===== config.mk =====
export PLATFORM = sky130hd
export DESIGN_NAME = bus_xcvr
export DESIGN_NICKNAME = d
export VERILOG_FILES = /design/src/rtl/xcvr_pkg.sv /design/src/rtl/xcvr_strobe_edge.sv /design/src/rtl/xcvr_store.sv /design/src/rtl/xcvr_lane.sv /design/src/rtl/bus_xcvr.sv
export SDC_FILE = /design/constraint.sdc
export NUM_CORES = 1
export LEC_CHECK = 0
export BUFFER_PORTS_ARGS = -buffer_cell sky130_fd_sc_hd__buf_2
export CAP_MARGIN = 40
export CORE_MARGIN = 2
export CORE_UTILIZATION = 31
export CTS_BUF_LIST = sky130_fd_sc_hd__clkbuf_2 sky130_fd_sc_hd__clkbuf_4 sky130_fd_sc_hd__clkbuf_8
export CTS_CLUSTER_DIAMETER = 100
export CTS_CLUSTER_SIZE = 24
export DETAILED_ROUTE_END_ITERATION = 8
export PLACE_DENSITY = 0.52
export SYNTH_ARGS = -nofsm -noshare
export SYNTH_HDL_FRONTEND = slang
export SYNTH_SLANG_ARGS = --single-unit

===== constraint.sdc =====
create_clock -name clk -period 1.2 [get_ports clk]
set_input_delay 0.06 -clock clk [delete_from_list [all_inputs] [get_ports clk]]
set_output_delay 0.06 -clock clk [all_outputs]
set_load 0.01 [all_outputs]

===== src/rtl/xcvr_pkg.sv =====
package xcvr_pkg;

    localparam int DIRS   = 2;
    localparam int DIR_AB = 0;
    localparam int DIR_BA = 1;

    typedef enum logic [1:0] {
        MODE_PASS    = 2'd0,
        MODE_CAPTURE = 2'd1,
        MODE_HOLD    = 2'd2
    } store_mode_e;

    typedef struct packed {
        logic pass;
        logic strobe;
        logic strobe_en_n;
        logic drive_n;
    } dir_ctrl_t;

    // Transparency wins; a qualified strobe edge captures; otherwise hold.
    function automatic store_mode_e pick_mode(input dir_ctrl_t c, input logic rise);
        if (c.pass)
            return MODE_PASS;
        else if (rise && !c.strobe_en_n)
            return MODE_CAPTURE;
        else
            return MODE_HOLD;
    endfunction

endpackage


===== src/rtl/xcvr_strobe_edge.sv =====
module xcvr_strobe_edge (
    input  logic clk,
    input  logic rst,
    input  logic strobe,
    output logic rise
);
    logic last_q;

    // History resets high: a strobe already high after reset is not an edge.
    always_ff @(posedge clk) begin
        if (rst)
            last_q <= 1'b1;
        else
            last_q <= strobe;
    end

    assign rise = strobe & ~last_q;
endmodule


===== src/rtl/xcvr_store.sv =====
module xcvr_store
    import xcvr_pkg::*;
#(
    parameter int W = 18
) (
    input  logic          clk,
    input  logic          rst,
    input  store_mode_e   mode,
    input  logic [W-1:0]  din,
    output logic [W-1:0]  q
);
    always_ff @(posedge clk) begin
        if (rst) begin
            q <= '0;
        end else begin
            unique case (mode)
                MODE_PASS,
                MODE_CAPTURE: q <= din;
                default:      q <= q;
            endcase
        end
    end
endmodule


===== src/rtl/xcvr_lane.sv =====
module xcvr_lane
    import xcvr_pkg::*;
#(
    parameter int W = 18
) (
    input  logic          clk,
    input  logic          rst,
    input  dir_ctrl_t     ctrl,
    input  logic [W-1:0]  din,
    output logic [W-1:0]  dout,
    output logic          drv
);
    logic          rise;
    store_mode_e   mode;
    logic [W-1:0]  held;

    xcvr_strobe_edge u_edge (
        .clk    (clk),
        .rst    (rst),
        .strobe (ctrl.strobe),
        .rise   (rise)
    );

    assign mode = pick_mode(ctrl, rise);

    xcvr_store #(.W(W)) u_store (
        .clk  (clk),
        .rst  (rst),
        .mode (mode),
        .din  (din),
        .q    (held)
    );

    // Transparent path bypasses storage; drive gating never touches storage.
    assign dout = ctrl.pass ? din : held;
    assign drv  = ~ctrl.drive_n & ~rst;
endmodule


===== src/rtl/bus_xcvr.sv =====
module bus_xcvr
    import xcvr_pkg::*;
#(
    parameter int W = 18
) (
    input  logic          clk,
    input  logic          rst,
    input  logic [W-1:0]  a_in,
    output logic [W-1:0]  a_out,
    output logic          a_drv,
    input  logic [W-1:0]  b_in,
    output logic [W-1:0]  b_out,
    output logic          b_drv,
    input  logic          ab_pass,
    input  logic          ab_strobe,
    input  logic          ab_strobe_en_n,
    input  logic          ab_drive_n,
    input  logic          ba_pass,
    input  logic          ba_strobe,
    input  logic          ba_strobe_en_n,
    input  logic          ba_drive_n
);
    dir_ctrl_t     ctrl     [DIRS];
    logic [W-1:0]  lane_in  [DIRS];
    logic [W-1:0]  lane_out [DIRS];
    logic          lane_drv [DIRS];

    assign ctrl[DIR_AB] = '{pass: ab_pass, strobe: ab_strobe,
                            strobe_en_n: ab_strobe_en_n, drive_n: ab_drive_n};
    assign ctrl[DIR_BA] = '{pass: ba_pass, strobe: ba_strobe,
                            strobe_en_n: ba_strobe_en_n, drive_n: ba_drive_n};

    assign lane_in[DIR_AB] = a_in;
    assign lane_in[DIR_BA] = b_in;

    for (genvar g = 0; g < DIRS; g++) begin : g_lane
        xcvr_lane #(.W(W)) u_lane (
            .clk  (clk),
            .rst  (rst),
            .ctrl (ctrl[g]),
            .din  (lane_in[g]),
            .dout (lane_out[g]),
            .drv  (lane_drv[g])
        );
    end

    assign b_out = lane_out[DIR_AB];
    assign b_drv = lane_drv[DIR_AB];
    assign a_out = lane_out[DIR_BA];
    assign a_drv = lane_drv[DIR_BA];
endmodule


==> flow_metrics.py <==
metrics = {
    "clocking": {
        "post_cts_buffers": 0,
        "numCtsBuffers": 5,
        "path_clk_slew_ns": 0.07,
        "cts_buffer_depth": 2,
        "insertion_delay_ns": 0.28,
        "ctsResizeCount": 0,
        "cts_root_buf": "clkbuf_8",
        "cts.htree.levels": 2,
        "clkSinkCount": 38,
        "cts_tree": "built",
    },
    "grt": {
        "grt_antenna_before_repair": 0,
        "grt_max_degree": 49,
        "grt_pass1_wl_um": 6990,
        "overflow": 0,
        "grt_pass1_vias": 1504,
        "grt_use_total_pct": 11.7,
    },
    "critical_path": {
        "crit_fanout": 18,
        "max_stage_delay_ns": 0.53,
        "worst_setup_path_end_kind": "register",
        "arrival_ns": 1.32,
        "start_kind": "primary input",
        "crit_chain": "dlygate4sd3_1, buf_2, a21oi_2, buf_12, mux2i_1",
        "cpMaxStageDelayCell": "dlygate4sd3_1",
        "reg2reg_setup_slack_ns": 0.17,
        "cp.required_ns": 1.41,
        "worstSetupPathType": "primary input to register",
    },
    "power": {
        "leakagePower_nw": 1.29,
        "total_power_w": 0.00293,
        "power.density_nw_per_um2": 1060,
        "worst_ir_drop_vdd_v": 0.000435,
    },
    "yosys": {
        "netlist.area_leader.share_pct": 35.3,
        "ys_seq_area_share_pct": 35.3,
        "synth-seq-cells": 38,
        "synthesis.area_um2": 2150,
        "yosysWarnings": 0,
        "netlist.top_cell.by_area": "dfxtp_1",
        "syn_area_per_cell_um2": 10.5,
        "yosysUniqueCellTypes": 12,
        "synth_area_leaders": "dfxtp_1 (35%), nand2b_1 (21%), mux2_2 (19%), mux2i_1 (17%), buf_6 (2.1%)",
        "syn-instance-count": 206,
        "synth_fp_nets": 252,
    },
    "sta": {
        "finalCritPeriodShare_pct": 92.1,
        "period_needed_ns": 1.10,
        "final.setup_skew_ns": 0.00505,
        "drv_slew": 0,
        "rsz0062_at_grt": "no",
        "setup_tns_ns": 0,
        "setup_viol": 0,
        "max-slew-margin-rel_pct": 82.6,
        "max_clock_freq_ghz": 0.905,
        "final_hold_viol_count": 0,
        "worstMarginPinSlew_ns": 0.261,
    },
    "drt": {
        "vias": 1645,
        "wl_per_cell_um": 11.9,
        "via_per_inst": 4.45,
        "drt_wl_total_um": 4420,
        "antenna_left": 0,
        "drc": 0,
        "drt_iter0_drc": 36,
        "dr.pass1.iters": 4,
    },
    "placement": {
        "gp_congestion": 0.677,
        "hpwl_um": 3190,
        "io_buffers": 83,
    },
    "layout": {
        "syn_to_final_growth_pct": 27.8,
        "final_nets": 336,
        "diodes": 0,
        "drive_gt1_share_pct": 47.6,
    },
    "run_status": {
        "status": "complete, no violations",
    },
    "die": {
        "die_h_um": 87.3,
        "dieWidth_um": 87.3,
        "coreArea_um2": 6760,
        "placementRows": 30,
        "start_util_pct": 31.9,
        "die_area_um2": 7630,
        "ios": 84,
    },
    "min_path": {
        "hold_path.class": "primary input to register",
    },
    "flow_run": {
        "cap_viol_max_count": 0,
    },
}
final cells by class:
cell class | count | area (um^2)
clock buffer | 7 | 83.8
fill | 693 | 4010
timing repair buffer | 93 | 546
multi-input combinational | 152 | 1260
tap | 80 | 100
sequential | 38 | 761
critical path: cells and delay by family:
| family | cells | cell delay [ns] |
|---|---|---|
| muxes | 1 | 0.20 |
| AOI/OAI and AO/OA | 1 | 0.18 |
| buffers and inverters | 3 | 0.87 |
through the flow:
step | cells | instance area [um^2] | hold slack, ns | utilization, % | worst slack, ns
3_5_place_dp | 361 | 2650 | 0.274 | 39.2 | 0.172
2_1_floorplan | 206 | 2150 | 0.163 | - | 0.210
3_3_place_gp | 361 | 2650 | 0.276 | 39.2 | 0.193
5_1_grt | 370 | 2750 | 0.0326 | 40.7 | 0.0359
4_1_cts | 370 | 2750 | 0.0215 | 40.7 | 0.0770
6_report | 370 | 2750 | 0.0324 | 40.7 | 0.0953
path summary, 6_finish.rpt:
path / from / endpoint / cells past startpoint
worst max-delay path: ba_strobe / g_lane[1].u_lane.u_store.q[2] / 5
worst min-delay path: b_in[1] / g_lane[1].u_lane.u_store.q[1] / 3
worst max register to register: g_lane[1].u_lane.u_edge.last_q / g_lane[1].u_lane.u_store.q[2] / 4
worst min register to register: g_lane[0].u_lane.u_store.q[9] / g_lane[0].u_lane.u_store.q[9] / 2
synthesized netlist by cell type:
cell	count
dfxtp_1	38
buf_4	2
nor2_1	4
mux2_2	36
buf_2	1
clkbuf_1	7
mux2i_1	36
a21oi_2	2
nand2b_1	72
buf_6	4
buf_12	2
or2_2	2
cells by family (layout without fill, tap and decap cells):
logic type	count (synthesis)	after routing	share of synthesized area, %
multiplexers	72	72	35.6
flip-flops	38	38	35.3
AND/OR/NAND/NOR	78	78	22.2
AO/OA/AOI/OAI	2	2	0.814
buffers and inverters	16	100	6.10
where the power goes:
group          internal [W]  switching (W)
clock              0.000446       0.000443
combinational      0.000368       0.000286
sequential          0.00135      0.0000400
registers in the layout (all words and copies together), names as in the netlist:
signal,cells
g_lane.u_lane.u_edge.last_q,2
g_lane.u_lane.u_store.q,36
per-layer routing:
layer	share of wire, %	GRT usage, %	routed length, um	vias up
met3	6.1	3.51	271	4
li1	-	-	-	850
met2	44	18.5	1970	48
met1	48	15.0	2140	743
met4	0.95	4.20	42	0
met5	0	0	0	-
cells in the final DEF, fill, tap and decap left out:
cell type       n
buf_2          83
nand2b_1       72
dfxtp_1        38
mux2_2         36
mux2i_1        36
clkbuf_8        5
nor2_1          4
buf_12          4
buf_4           4
a21oi_2         2
or2_2           2
clkbuf_4        2
dlygate4sd3_1   2
timing repair:
action	in CTS	in global routing
setup endpoints to repair	0	0
hold buffers	2	0
endpoints found under the hold margin	2	0
(Power assumes the default switching activity.)
